===== src/rtl/cfgsec_pkg.sv =====
package cfgsec_pkg;
   typedef enum logic [2:0] {
      OP_IDLE    = 3'd0,
      OP_VERIFY  = 3'd1,
      OP_PRELOAD = 3'd2,
      OP_SECURE  = 3'd3,
      OP_SIG_RD  = 3'd4,
      OP_SIG_WR  = 3'd5,
      OP_ERASE   = 3'd6
   } cs_op_e;
endpackage


===== src/rtl/cfgsec_gate.sv =====
module cfgsec_gate
   import cfgsec_pkg::*;
(
   input  logic       req_valid,
   input  logic [2:0] req_op,
   input  logic       secure,
   output logic       do_verify,
   output logic       do_preload,
   output logic       do_secure,
   output logic       do_sig_rd,
   output logic       do_sig_wr,
   output logic       do_erase,
   output logic       deny,
   output logic       any
);
   cs_op_e op;
   assign op = cs_op_e'(req_op);

   always_comb begin
      do_verify  = 1'b0;
      do_preload = 1'b0;
      do_secure  = 1'b0;
      do_sig_rd  = 1'b0;
      do_sig_wr  = 1'b0;
      do_erase   = 1'b0;
      deny       = 1'b0;
      any        = 1'b0;
      if (req_valid) begin
         any = (op != OP_IDLE);
         unique case (op)
            OP_VERIFY:  if (secure) deny = 1'b1; else do_verify  = 1'b1;
            OP_PRELOAD: if (secure) deny = 1'b1; else do_preload = 1'b1;
            OP_SECURE:  do_secure = 1'b1;
            OP_SIG_RD:  do_sig_rd = 1'b1;
            OP_SIG_WR:  do_sig_wr = 1'b1;
            OP_ERASE:   do_erase  = 1'b1;
            default:    ;
         endcase
      end
   end
endmodule


===== src/rtl/cfgsec_sec_flag.sv =====
module cfgsec_sec_flag (
   input  logic clk,
   input  logic rst_n,
   input  logic set_i,
   input  logic clr_i,
   output logic secure_o
);
   always_ff @(posedge clk or negedge rst_n) begin
      if (!rst_n)      secure_o <= 1'b0;
      else if (clr_i)  secure_o <= 1'b0;
      else if (set_i)  secure_o <= 1'b1;
   end

   assert_set_takes_hold_R7: assert property (@(posedge clk) disable iff (!rst_n)
      set_i && !clr_i |=> secure_o);
   assert_erase_clears_R10: assert property (@(posedge clk) disable iff (!rst_n)
      clr_i |=> !secure_o);
endmodule


===== src/rtl/cfgsec_sig_store.sv =====
module cfgsec_sig_store #(
   parameter int DATA_W    = 8,
   parameter int SIG_BYTES = 8,
   localparam int SIG_AW   = $clog2(SIG_BYTES)
) (
   input  logic              clk,
   input  logic              rst_n,
   input  logic              wr_en,
   input  logic [SIG_AW-1:0] wr_idx,
   input  logic [DATA_W-1:0] wr_data,
   input  logic [SIG_AW-1:0] rd_idx,
   output logic [DATA_W-1:0] rd_data
);
   logic [SIG_BYTES-1:0][DATA_W-1:0] bytes_w;

   for (genvar g = 0; g < SIG_BYTES; g++) begin : g_byte
      logic [DATA_W-1:0] byte_q;
      always_ff @(posedge clk or negedge rst_n) begin
         if (!rst_n)                          byte_q <= '0;
         else if (wr_en && wr_idx == SIG_AW'(g)) byte_q <= wr_data;
      end
      assign bytes_w[g] = byte_q;
   end

   assign rd_data = bytes_w[rd_idx];

   assert_sig_write_lands_R8: assert property (@(posedge clk) disable iff (!rst_n)
      wr_en |=> bytes_w[$past(wr_idx)] == $past(wr_data));
endmodule


===== src/rtl/cfgsec_ctrl.sv =====
module cfgsec_ctrl
   import cfgsec_pkg::*;
#(
   parameter int CFG_AW    = 6,
   parameter int DATA_W    = 8,
   parameter int SIG_BYTES = 8,
   localparam int SIG_AW   = $clog2(SIG_BYTES)
) (
   input  logic              clk,
   input  logic              rst_n,
   input  logic              req_valid,
   input  logic [2:0]        req_op,
   input  logic [CFG_AW-1:0] req_addr,
   input  logic [DATA_W-1:0] req_wdata,
   output logic              cfg_rd_en,
   output logic [CFG_AW-1:0] cfg_addr,
   input  logic [DATA_W-1:0] cfg_rdata,
   output logic              preload_en,
   output logic [CFG_AW-1:0] preload_addr,
   output logic [DATA_W-1:0] preload_data,
   output logic              erase_en,
   output logic              secure,
   output logic              rsp_valid,
   output logic              rsp_deny,
   output logic [DATA_W-1:0] rsp_data
);
   if (SIG_BYTES < 2 || (1 << SIG_AW) != SIG_BYTES) begin : g_chk_sig
      $error("SIG_BYTES must be a power of two of at least 2");
   end
   if (CFG_AW < SIG_AW) begin : g_chk_aw
      $error("CFG_AW must cover the signature index");
   end
   if (DATA_W < 1) begin : g_chk_dw
      $error("DATA_W must be positive");
   end

   logic do_verify, do_preload, do_secure, do_sig_rd, do_sig_wr, do_erase, deny, any;
   logic [DATA_W-1:0] sig_rd_data;
   logic [DATA_W-1:0] rsp_data_d;

   cfgsec_gate u_gate (
      .req_valid (req_valid),
      .req_op    (req_op),
      .secure    (secure),
      .do_verify (do_verify),
      .do_preload(do_preload),
      .do_secure (do_secure),
      .do_sig_rd (do_sig_rd),
      .do_sig_wr (do_sig_wr),
      .do_erase  (do_erase),
      .deny      (deny),
      .any       (any)
   );

   cfgsec_sec_flag u_flag (
      .clk     (clk),
      .rst_n   (rst_n),
      .set_i   (do_secure),
      .clr_i   (do_erase),
      .secure_o(secure)
   );

   cfgsec_sig_store #(.DATA_W(DATA_W), .SIG_BYTES(SIG_BYTES)) u_sig (
      .clk    (clk),
      .rst_n  (rst_n),
      .wr_en  (do_sig_wr),
      .wr_idx (req_addr[SIG_AW-1:0]),
      .wr_data(req_wdata),
      .rd_idx (req_addr[SIG_AW-1:0]),
      .rd_data(sig_rd_data)
   );

   assign cfg_rd_en = do_verify;
   assign cfg_addr  = req_addr;

   always_comb begin
      rsp_data_d = '0;
      if (do_verify)      rsp_data_d = cfg_rdata;
      else if (do_sig_rd) rsp_data_d = sig_rd_data;
   end

   always_ff @(posedge clk or negedge rst_n) begin
      if (!rst_n) begin
         rsp_valid    <= 1'b0;
         rsp_deny     <= 1'b0;
         rsp_data     <= '0;
         preload_en   <= 1'b0;
         preload_addr <= '0;
         preload_data <= '0;
         erase_en     <= 1'b0;
      end else begin
         rsp_valid  <= any;
         rsp_deny   <= deny;
         rsp_data   <= rsp_data_d;
         preload_en <= do_preload;
         erase_en   <= do_erase;
         if (do_preload) begin
            preload_addr <= req_addr;
            preload_data <= req_wdata;
         end
      end
   end

   assert_deny_gives_zero_R4: assert property (@(posedge clk) disable iff (!rst_n)
      rsp_deny |-> rsp_valid && rsp_data == '0);
   assert_secure_verify_refused_R4: assert property (@(posedge clk) disable iff (!rst_n)
      req_valid && req_op == OP_VERIFY && secure |=> rsp_deny);
   assert_no_preload_when_secure_R6: assert property (@(posedge clk) disable iff (!rst_n)
      req_valid && req_op == OP_PRELOAD && secure |=> !preload_en);
   assert_sig_read_open_R9: assert property (@(posedge clk) disable iff (!rst_n)
      req_valid && req_op == OP_SIG_RD |=> rsp_valid && !rsp_deny);
   assert_one_cycle_response_R2: assert property (@(posedge clk) disable iff (!rst_n)
      !req_valid |=> !rsp_valid);
endmodule


===== config.mk =====
export PLATFORM = sky130hd
export DESIGN_NAME = cfgsec_ctrl
export DESIGN_NICKNAME = d
export VERILOG_FILES = /design/src/rtl/cfgsec_pkg.sv /design/src/rtl/cfgsec_gate.sv /design/src/rtl/cfgsec_sec_flag.sv /design/src/rtl/cfgsec_sig_store.sv /design/src/rtl/cfgsec_ctrl.sv
export SDC_FILE = /design/constraint.sdc
export NUM_CORES = 1
export LEC_CHECK = 0
export ABC_AREA = 1
export ABC_CLOCK_PERIOD_IN_PS = 4000
export BUFFER_PORTS_ARGS = -buffer_cell sky130_fd_sc_hd__buf_2
export CAP_MARGIN = 20
export CELL_PAD_IN_SITES_DETAIL_PLACEMENT = 0
export CELL_PAD_IN_SITES_GLOBAL_PLACEMENT = 2
export CORE_UTILIZATION = 36
export CTS_BUF_LIST = sky130_fd_sc_hd__clkbuf_4 sky130_fd_sc_hd__clkbuf_8 sky130_fd_sc_hd__clkbuf_16
export CTS_CLUSTER_SIZE = 28
export DETAILED_ROUTE_END_ITERATION = 7
export GPL_TIMING_DRIVEN = 0
export PLACE_DENSITY = 0.91
export SYNTH_ARGS = -nofsm -noshare
export SYNTH_HDL_FRONTEND = slang
export SYNTH_SLANG_ARGS = --single-unit
export TNS_END_PERCENT = 50

===== constraint.sdc =====
create_clock -name clk -period 4 [get_ports clk]
set_clock_uncertainty 0.2 [all_clocks]
set_input_delay 0.2 -clock clk [delete_from_list [all_inputs] [get_ports clk]]
set_output_delay 0.2 -clock clk [all_outputs]
set_load 0.03 [all_outputs]

* Word-level counts from Yosys, hierarchy flattened
Index checks and enable logic that the tools add are counted.
Word-level totals: flip-flop bits (word level) 91, logic and storage cells 65
Cells by class: magnitude comparators 1, eq/ne operators 13, mux-type cells 23, reduce and logical (&&, ||, !) cells 12
Operators with widths (number):
- binary-select mux 8 bit (select 3 bit) | 1
- 2-to-1 mux 8 bit | 3
- equality test 3 bit (second input constant) | 7
- 2-to-1 mux 1 bit | 19
- equality test 3 x 2 -> 1 bit (second input constant) | 4
- logical AND 1 bit | 8
- equality test 3 x 1 -> 1 bit (second input constant) | 2
- < comparator 3 x 4 -> 1 bit (second input constant) | 1
- logical NOT 3 bit | 1
- nonzero test 3 bit | 1
- nonzero test 2 bit | 1
- OR reduction 2 bit | 1

* Logic depth before layout (Yosys ltp)
Gate-level depths: netlist of run 1.
depth after elaboration 5, mapped depth 9, mapped depth without buffers 7

* By module
Synthesis of run 1 repeated with hierarchy kept, for this count alone.
Unflattened totals: cell total of the unflattened synthesis 563, area, all modules 4354.2 sq um
By module, submodules not included:
- cfgsec_sig_store | instances 1, cells an instance 439, area an instance 3189.3 sq um, seq. area each 1601.5 sq um
- cfgsec_ctrl | instances 1, cells an instance 104, area an instance 1044.8 sq um, seq. area each 650.6 sq um
- cfgsec_gate | instances 1, cells an instance 17, area an instance 87.6 sq um, seq. area each 0.0 sq um
- cfgsec_sec_flag | instances 1, cells an instance 3, area an instance 32.5 sq um, seq. area each 25.0 sq um

* Worst setup path before layout of run 1
No wires, ideal clock.
kind register -> register, from register u_flag.secure_o, to register rsp_data[0], setup time 0.068 ns, arrival time 1.372 ns, required time 3.732 ns, setup slack 2.360 ns, stages on the path, launching flop included 4, path buffers 0, path through dfrtp_1 > nor3_2 > nand2_1 > nand2_1
Between the ends: word-level cells in the longest chain between the ends 4
RTL lines:
- start, declared | RTL line cfgsec_sec_flag.sv:6 | output logic secure_o
- start signal, assigned | RTL line cfgsec_sec_flag.sv:9 | if (!rst_n) secure_o <= 1'b0;
- start signal, assigned | RTL line cfgsec_sec_flag.sv:10 | else if (clr_i) secure_o <= 1'b0;
- start signal, assigned | RTL line cfgsec_sec_flag.sv:11 | else if (set_i) secure_o <= 1'b1;
- 2-to-1 mux 1 bit | RTL line cfgsec_gate.sv:31 | OP_VERIFY: if (secure) deny = 1'b1; else do_verify = 1'b1;
- 2-to-1 mux 1 bit | RTL line cfgsec_gate.sv:30 | unique case (op)
- 2-to-1 mux 1 bit | RTL line cfgsec_gate.sv:28 | if (req_valid) begin
- named net cfg_rd_en | RTL line cfgsec_ctrl.sv:15 | output logic cfg_rd_en,
- 2-to-1 mux 8 bit | RTL line cfgsec_ctrl.sv:78 | if (do_verify) rsp_data_d = cfg_rdata;
- named net rsp_data_d[0] | RTL line cfgsec_ctrl.sv:39 | logic [DATA_W-1:0] rsp_data_d;
- end signal, assigned | RTL line cfgsec_ctrl.sv:94 | rsp_data <= rsp_data_d;
- end, declared | RTL line cfgsec_ctrl.sv:25 | output logic [DATA_W-1:0] rsp_data
The timed path passes the listed nets, and every way through them passes these cells. A chain may end at the register's enable or synchronous reset.

* Final worst setup path of run 1
from input req_op[1], to output cfg_rd_en
Between the ends: word-level cells in the longest chain between the ends 3
RTL lines:
- start, declared | RTL line cfgsec_ctrl.sv:12 | input logic [2:0] req_op,
- equality test 3 x 1 -> 1 bit | RTL line cfgsec_gate.sv:30
- 2-to-1 mux 1 bit | RTL line cfgsec_gate.sv:30
- 2-to-1 mux 1 bit | RTL line cfgsec_gate.sv:28
- end, declared | RTL line cfgsec_ctrl.sv:15
Every way passes these cells.

==> impl_metrics.ini, run 1 <==
[synthesis]
synthMuxAreaShare_pct = 0
syn_avg_cell_area_um2 = 8.15
synth_fa_ha_area_share_pct = 0
ys_seq_area_share_pct = 56.3
syn-instance-count = 496
synth_xor_xnor_area_share_pct = 0
synth_seq_cells = 91
syn_area_um2 = 4040
synth_top_family_by_area = simple AND/OR/NAND/NOR gates
synth_compound_area_share_pct = 9.75
yosys_warnings = 0
synth_cell_type_count = 17
yosys.area_share.simple_pct = 27.6
syn_nets = 524

[cells_and_area]
num_antenna_cells = 0
synthToLayoutAreaGrowth_pct = 22.6
nFillCells = 1114
layout_common_cells = nand2_1 (242), dfrtp_1 (91), o21ai_0 (76)
drive_gt1_share_pct = 16.1
mostFrequentLayoutCell = nand2_1
layout.cells.non_filler = 731
nNetsFinal = 614

[hold_path]
hp-class = in -> reg

[critical_path]
required_ps = 3600
worstSetupStartpointType = input port
crit_fanout = 9
worstPathCellList = dlygate4sd3_1 > buf_2 > inv_1 > nand3_1 > nor3_2 > buf_2
endpoint_kind = primary output
crit_type = in -> out
crit_family = buffers and inverters
path_buf_inv = 4
cp_slowest_stage_delay_ps = 540
arrival_ps = 1810
worst_path_max_delay_cell = dlygate4sd3_1
crit_top_cell = buf_2

[timing]
setup_viol = 0
layout_min_cycle_time_ps = 2210
tightestPinTransition_ps = 917
slew_violations = 0
slew_headroom_pct = 38.4
fin_hold_ws_ps = 58.1
setup_tns_ps = 0
hold_violations = 0
fmax_mhz = 452
fin_crit_sh_pct = 55.3
rsz0062_at_grt = no

[global_route]
grt_pass1_wl_um = 17500
grt-ovfl-total = 0
grt_max_degree = 51
track_usage_pct = 20.4
grt_antenna_before_repair = 0
grt_pass1_vias = 3400

[clock_network]
cts_max_path_buffers = 2
cts_sinks = 91
cts_buffers = 9
cts_resized = 0
clock_latency_ps = 380
h-tree-depth = 3
cts_root_buf = clkbuf_8
postCtsSetupBuffers = 0
cts_tree = yes
clk_pin_slew_ps = 100

[floorplan]
die-area_um2 = 11700
core_area_um2 = 10900
die_h_um = 108
die_width_um = 108
rows = 38
start_util_pct = 37.1
io_pins = 62

[placed_design]
numPlacedInstances = 696
io_buffers = 59
hpwl_um = 7690
gp_congestion = 0.859

[power]
power_density_nw_per_um2 = 460
ir_drop_v = 0.000245
p_leak_nw = 2.58

[routing]
wl_met3_um = 565
dr.pass1.iters = 4
wl_met1_um = 4900
ant_nets = 0
drt_iter0_drc = 164
met2_length_um = 5360
wl_per_cell_um = 15.0
via_per_inst = 4.78
routed_wl_um = 11000
top_layer = met4
drc_errors = 0
routed-via-count = 3491

[outcome]
status = finished, final reports clean

[flow_run]
max_cap_violations = 0
-- worst reg2reg max path, stage by stage (launching register included) --
cell and delay (ps):
dfrtp_1 420, nor2_1 60, nand2_1 240, clkbuf_1 350, o21ai_0 140
-- timing repair --
action / CTS / global route
setup endpoints to repair: 0 / 0
hold endpoints to repair: 56 / 0
hold buffers: 19 / 0
-- kinds of logic (layout without fill, tap and decap cells) --
kind of cell / count (synthesis) / count (layout)
and+or+nand+nor: 282 / 282
AOI/OAI and AO/OA: 78 / 78
buffers and inverters: 45 / 140
DFF: 91 / 91
-- layer usage --
metal / vias up / GRT usage [%]
li1: 1749 / -
met5: - / 0
met2: 77 / 34.8
met4: 0 / 7.93
met1: 1653 / 26.5
met3: 12 / 2.35
-- path summary, 6_finish.rpt --
check / end / cells after the start / slack (ps) / from
worst min register to register: preload_addr[4] / 2 / 280 / preload_addr[4]
worst max register to register: preload_data[2] / 4 / 2450 / u_flag.secure_o
worst min-delay path: u_sig.g_byte[1].byte_q[2] / 3 / 60 / req_wdata[2]
worst max-delay path: cfg_rd_en / 6 / 1790 / req_op[1]
min in group asynchronous: u_sig.g_byte[6].byte_q[7] / 2 / 170 / rst_n
max in group asynchronous: preload_en / 3 / 2800 / rst_n
-- sequential cells by signal, summed over array words and instances (netlist names) --
register,cells
erase_en,1
preload_addr,6
preload_data,8
preload_en,1
rsp_data,8
rsp_deny,1
rsp_valid,1
u_flag.secure_o,1
u_sig.g_byte.byte_q,64
-- through the flow --
stage	utilization, %	instance area, um2	setup WS [ps]	power [mW]
6_report	45.5	4950	1790	2.28
5_1_grt	45.5	4950	1660	2.42
4_1_cts	45.5	4950	1790	2.31
3_5_place_dp	41.7	4540	2080	1.59
3_3_place_gp	41.4	4510	1690	1.58
2_1_floorplan	-	4040	2360	1.42
-- final cells by class --
| type | count | area (um2) | share of cell area (%) |
|---|---|---|---|
| Buffer | 28 | 191 | 3.86 |
| Clock buffer | 9 | 124 | 2.50 |
| Clock inverter | 7 | 98.8 | 1.99 |
| Inverter | 17 | 63.8 | 1.29 |
| Multi-Input combinational cell | 360 | 1510 | 30.5 |
| Sequential cell | 91 | 2280 | 46.0 |
| Tap cell | 140 | 175 | 3.54 |
| Timing Repair Buffer | 79 | 515 | 10.4 |
-- cells in the mapped netlist (all sizes together) --
| library cell | count | area share, % |
|---|---|---|
| o21ai | 76 | 9.4 |
| clkbuf | 11 | 1.0 |
| nor2 | 9 | 0.84 |
| a31oi | 1 | 0.15 |
| nand4 | 1 | 0.15 |
| a211oi | 1 | 0.19 |
| inv | 15 | 1.4 |
| nand2 | 242 | 22 |
| buf | 17 | 3.7 |
| nor3 | 4 | 0.90 |
| nand3 | 26 | 3.2 |
| dfrtp | 91 | 56 |
| clkinv | 2 | 0.19 |
-- report_power, final --
group | switching (mW) | internal [mW] | leakage, nW
registers | 0.0700 | 1.05 | 1.21
clock network | 0.343 | 0.356 | 0.110
logic | 0.307 | 0.153 | 1.27
total | 0.720 | 1.56 | 2.58
(Power assumes the default switching activity.)
==> run 2, diff against run 1 <==
--- a/config.mk
+++ b/config.mk
@@ -6,17 +6,17 @@
 export NUM_CORES = 1
 export LEC_CHECK = 0
 export ABC_AREA = 1
-export ABC_CLOCK_PERIOD_IN_PS = 4000
+export ABC_CLOCK_PERIOD_IN_PS = 2000
 export BUFFER_PORTS_ARGS = -buffer_cell sky130_fd_sc_hd__buf_2
 export CAP_MARGIN = 20
 export CELL_PAD_IN_SITES_DETAIL_PLACEMENT = 0
 export CELL_PAD_IN_SITES_GLOBAL_PLACEMENT = 2
-export CORE_UTILIZATION = 36
+export CORE_UTILIZATION = 30
 export CTS_BUF_LIST = sky130_fd_sc_hd__clkbuf_4 sky130_fd_sc_hd__clkbuf_8 sky130_fd_sc_hd__clkbuf_16
 export CTS_CLUSTER_SIZE = 28
 export DETAILED_ROUTE_END_ITERATION = 7
 export GPL_TIMING_DRIVEN = 0
-export PLACE_DENSITY = 0.91
+export PLACE_DENSITY = 0.81
 export SYNTH_ARGS = -nofsm -noshare
 export SYNTH_HDL_FRONTEND = slang
 export SYNTH_SLANG_ARGS = --single-unit
==> constraint.sdc (replaced) <==
create_clock -name clk -period 2 [get_ports clk]
set_clock_uncertainty 0.2 [all_clocks]
set_input_delay 0.1 -clock clk [delete_from_list [all_inputs] [get_ports clk]]
set_output_delay 0.1 -clock clk [all_outputs]
set_load 0.03 [all_outputs]
==> impl_metrics.ini, run 2 (same netlist as run 1, synthesis figures left out) <==
[routing]
routed-via-count = 3512
routed_wl_um = 11700
wl_per_cell_um = 15.2
via_per_inst = 4.58
drt_iter0_drc = 200
ant_nets = 0
dr.pass1.iters = 4
drc_errors = 0

[timing]
rsz0062_at_grt = yes
layout_min_cycle_time_ps = 1890
slew_violations = 0
hold_violations = 0
tightestPinTransition_ps = 906
fin_crit_sh_pct = 94.6
fmax_mhz = 528
slew_headroom_pct = 39.2
setup_viol = 0
setup_tns_ps = 0

[critical_path]
r2r_start = u_flag.secure_o
crit_fanout = 10
crit_family = buffers and inverters
cp_slowest_stage_delay_ps = 530
r2r_cells = 4
crit_path_end = u_sig.g_byte[1].byte_q[5]
crit_top_cell = nand2_1
r2r_slack_ps = 390
required_ps = 2010
crit_type = in -> reg
reg2reg_to = preload_data[1]
crit_path_start = req_op[0]
worstPathCellList = dlygate4sd3_1 > buf_2 > inv_1 > nor3_4 > nand2_1 > buf_6 > nand2_1 > o21ai_0
worst_path_max_delay_cell = dlygate4sd3_1
path_buf_inv = 4
arrival_ps = 1900
worstSetupStartpointType = input port
cp.depth = 8
endpoint_kind = flop

[floorplan]
start_util_pct = 30.6
die-area_um2 = 13900
rows = 42
core_area_um2 = 13200
die_width_um = 118
die_h_um = 118
io_pins = 62

[cells_and_area]
stdcell_area_um2 = 5130
layout.cells.non_filler = 767
nNetsFinal = 614
largest_reg_flops = 64
top_regs = u_sig.g_byte.byte_q: 64 flops, preload_data: 8 flops, rsp_data: 8 flops
drive_gt1_share_pct = 16.2
multi_input_area_um2 = 1520
fin_util_pct = 38.9
synthToLayoutAreaGrowth_pct = 27.0
seqCellArea_um2 = 2280
num_antenna_cells = 0
regMostFlops = u_sig.g_byte.byte_q
mostFrequentLayoutCell = nand2_1
nFillCells = 1372
layout_common_cells = nand2_1 (242), dfrtp_1 (91), o21ai_0 (76)

[placed_design]
gp_congestion = 0.858
hpwl_um = 8160
dpl_cell_area_um2 = 4590
io_buffers = 59
numPlacedInstances = 732

[clock_network]
postCtsSetupBuffers = 0
h-tree-depth = 3
cts_root_buf = clkbuf_16
cts_buffers = 9
cts_tree = yes
clock_latency_ps = 350
cts_max_path_buffers = 2
clk_pin_slew_ps = 70
cts_sinks = 91

[outcome]
status = finished, final reports clean

[global_route]
grt_antenna_before_repair = 0
track_usage_pct = 18.1
grt-ovfl-total = 0
grt_pass1_vias = 3492
grt_pass1_wl_um = 19100
grt_max_degree = 53

[power]
ir_drop_v = 0.000387
power_density_nw_per_um2 = 1000
p_leak_nw = 2.64

[hold_path]
hp-class = in -> reg

[flow_run]
max_cap_violations = 0
## run 2: cell type report
cell class	instances	share of cell area (%)
clock buffers	9	4.39
clock inverters	7	2.39
inverters	17	1.24
well taps	176	4.29
plain buffers	28	3.75
multi-input cells	360	29.5
flip-flops and latches	91	44.4
repair buffers	79	10.0
## run 2: stage by stage
| stage | worst slack, ps | hold slack [ps] | total power, mW |
|---|---|---|---|
| after CTS | 0.111 | 0.416 | 5.19 |
| after floorplan | 360 | -396 | 2.85 |
| final | 108 | 9.93 | 5.14 |
| after global routing | -21.4 | 41.9 | 5.40 |
| after global placement | -241 | 111 | 3.17 |
| after detailed placement | 200 | -71.1 | 3.20 |
## run 2: worst min-delay path, cell delays in order
cell,delay (ps)
buf_2,70
inv_1,150
o21ai_0,190
## run 2: power by group
| part | internal, mW | switching (mW) | leakage, nW |
|---|---|---|---|
| sequential | 2.11 | 0.142 | 1.21 |
| clock | 1.23 | 0.723 | 0.168 |
| combinational | 0.306 | 0.628 | 1.26 |
| total | 3.65 | 1.49 | 2.64 |
## run 2: per-layer routing
layer / global-route usage [%] / wire length (um) / vias up
li1: - / - / 1759
met4: 7.85 / 278 / 0
met2: 28.3 / 5370 / 68
met1: 25.0 / 5600 / 1670
met3: 2.23 / 428 / 15
met5: 0 / 0 / -
## run 2: what timing repair did
item	4_1_cts	5_1_grt
hold endpoints to repair	57	0
hold buffers	19	0
gates resized for setup	0	3
setup endpoints to repair	0	8
## run 2: how the worst min path moves through the flow
stage	from	end	slack (ps)	cells past startpoint
detailed placement	rst_n	u_sig.g_byte[2].byte_q[3]	-70	1
global route	req_wdata[4]	u_sig.g_byte[4].byte_q[4]	40	3
finish	req_wdata[4]	u_sig.g_byte[5].byte_q[4]	10	3
CTS	req_op[1]	u_flag.secure_o	0.4	4
floorplan	rst_n	erase_en	-400	0
global placement	req_addr[3]	preload_addr[3]	110	3
==> run 3, diff against run 2 <==
--- a/config.mk
+++ b/config.mk
@@ -15,7 +15,7 @@
 export CTS_BUF_LIST = sky130_fd_sc_hd__clkbuf_4 sky130_fd_sc_hd__clkbuf_8 sky130_fd_sc_hd__clkbuf_16
 export CTS_CLUSTER_SIZE = 28
 export DETAILED_ROUTE_END_ITERATION = 7
-export GPL_TIMING_DRIVEN = 0
+export GPL_TIMING_DRIVEN = 1
 export PLACE_DENSITY = 0.81
 export SYNTH_ARGS = -nofsm -noshare
 export SYNTH_HDL_FRONTEND = slang
==> impl_metrics.ini, run 3 (same netlist as run 1, synthesis figures left out) <==
[outcome]
status = finished, final reports clean

[power]
internal_power_mw = 3.55
seq_power_share_pct = 44.8
p_leak_nw = 2.59
swShare_pct = 29.3
p_comb_share_pct = 18.0
power_density_nw_per_um2 = 1000
ir_drop_v = 0.000371
clkPwrFrac_pct = 37.2
power.switching_mw = 1.47

[clock_network]
cts_buffers = 9
cts_root_buf = clkbuf_16
cts_sinks = 91
h-tree-depth = 3
cts_max_path_buffers = 2
cts_tree = yes
clock_latency_ps = 340
clk_pin_slew_ps = 60

[routing]
routed_wl_um = 10900
drt_iter0_drc = 144
dr.pass1.iters = 4
routed-via-count = 3405
drc_errors = 0
ant_nets = 0
wl_per_cell_um = 14.5
via_per_inst = 4.52

[cells_and_area]
fin_util_pct = 38.1
mostFrequentLayoutCell = nand2_1
stdcell_area_um2 = 5020
synthToLayoutAreaGrowth_pct = 24.3
nNetsFinal = 600
largest_reg_flops = 64
top_regs = u_sig.g_byte.byte_q: 64 flops, preload_data: 8 flops, rsp_data: 8 flops
layout.cells.non_filler = 753
regMostFlops = u_sig.g_byte.byte_q
num_antenna_cells = 0
drive_gt1_share_pct = 15.6
layout_common_cells = nand2_1 (242), dfrtp_1 (91), o21ai_0 (76)

[critical_path]
worstPathCellList = dlygate4sd3_1 > buf_2 > inv_1 > nor3_4 > nand2_1 > nand2_1 > o21ai_0
endpoint_kind = flop
crit_type = in -> reg
crit_top_cell = nand2_1
crit_fanout = 16
r2r_cells = 6
worstSetupStartpointType = input port
cp.depth = 7
required_ps = 2000
worst_path_max_delay_cell = dlygate4sd3_1
r2r_slack_ps = 620
cp_slowest_stage_delay_ps = 520
arrival_ps = 1940
crit_family = simple AND/OR/NAND/NOR gates
path_buf_inv = 3

[global_route]
grt_pass1_wl_um = 18000
grt-ovfl-total = 0
grt_pass1_vias = 3386
grt_max_degree = 39
grt_antenna_before_repair = 0
track_usage_pct = 16.8

[timing]
slew_headroom_pct = 64.2
layout_min_cycle_time_ps = 1940
fmax_mhz = 515
tightestPinTransition_ps = 535
fin_crit_sh_pct = 97.1
rsz0062_at_grt = yes
hold_violations = 0
finalWorstSetupSlack_ps = 57.4
slew_violations = 0
setup_viol = 0

[placed_design]
dpl_cell_area_um2 = 4470
post-place-ws_ps = 206
gp_congestion = 0.758
numPlacedInstances = 716
io_buffers = 61
hpwl_um = 7270

[hold_path]
min_path_cells = 3
hp-class = in -> reg

[floorplan]
start_util_pct = 30.6
die_width_um = 118
core_area_um2 = 13200
die-area_um2 = 13900
rows = 42
io_pins = 62
die_h_um = 118

[flow_run]
max_cap_violations = 0
-- run 3: cell count changes in the layout (fill, tap and decap cells not counted), moves of 2 or more --
| cell | previous run | this run |
|---|---|---|
| dlygate4sd3_1 | 19 | 21 |
| buf_6 | 8 | 0 |
| clkinv_4 | 0 | 2 |
| buf_4 | 7 | 11 |
| clkbuf_1 | 10 | 0 |
-- run 3: repair_timing --
action | CTS | global route
setup endpoints to repair | 0 | 49
hold endpoints to repair | 90 | 0
buffers inserted | 0 | 0
hold buffers | 21 | 0
resized for setup | 0 | 1
-- run 3: stage by stage --
| stage | hold WS [ps] | setup TNS [ps] | total power, mW |
|---|---|---|---|
| 6_report | 9.41 | 0 | 5.03 |
| 5_1_grt | 41.8 | -2130 | 5.30 |
| 4_1_cts | 14.4 | 0 | 5.09 |
| 3_5_place_dp | -86.0 | 0 | 3.17 |
| 3_3_place_gp | -89.9 | 0 | 3.15 |
| 2_1_floorplan | -396 | 0 | 2.85 |
-- run 3: worst paths after layout --
path                                        endpoint            start
hold reg to reg                      preload_addr[5]  preload_addr[5]
max in group asynchronous  u_sig.g_byte[0].byte_q[4]            rst_n
min in group asynchronous                rsp_data[3]            rst_n
setup reg to reg                     preload_addr[4]  u_flag.secure_o
setup / recovery           u_sig.g_byte[1].byte_q[3]        req_op[0]
hold / removal             u_sig.g_byte[7].byte_q[2]     req_wdata[2]
-- run 3: worst min-delay path: cells and delay by family --
| kind | cells | cell delay (ps) |
|---|---|---|
| AOI/OAI and AO/OA | 1 | 190 |
| buffers and inverters | 2 | 230 |
-- run 3: power by group through the flow --
| stage | Sequential, mW | Combinational (mW) | Clock, mW |
|---|---|---|---|
| finish | 2.25 | 0.905 | 1.87 |
| global route | 2.29 | 1.02 | 2.00 |
| CTS | 2.25 | 0.920 | 1.92 |
| detailed placement | 2.28 | 0.890 | 0 |
| global placement | 2.27 | 0.877 | 0 |
| floorplan | 2.46 | 0.386 | 0 |
-- run 3: layout make-up --
| class | instances | area (um2) |
|---|---|---|
| inverters | 17 | 63.8 |
| flip-flops and latches | 91 | 2280 |
| repair buffers | 93 | 613 |
| clock buffers | 10 | 239 |
| clock inverters | 6 | 95.1 |
| well taps | 176 | 220 |
| multi-input cells | 360 | 1520 |
| fillers | 1384 | 8170 |
-- run 3: layer usage --
metal,global-route usage (%),share of wire (%),vias to the layer above,wire [um]
li1,-,-,1730,-
met1,22.7,48,1592,5220
met2,26.6,47,72,5110
met3,3.29,3.8,11,419
met4,6.01,1.4,0,150
met5,0,0,-,0
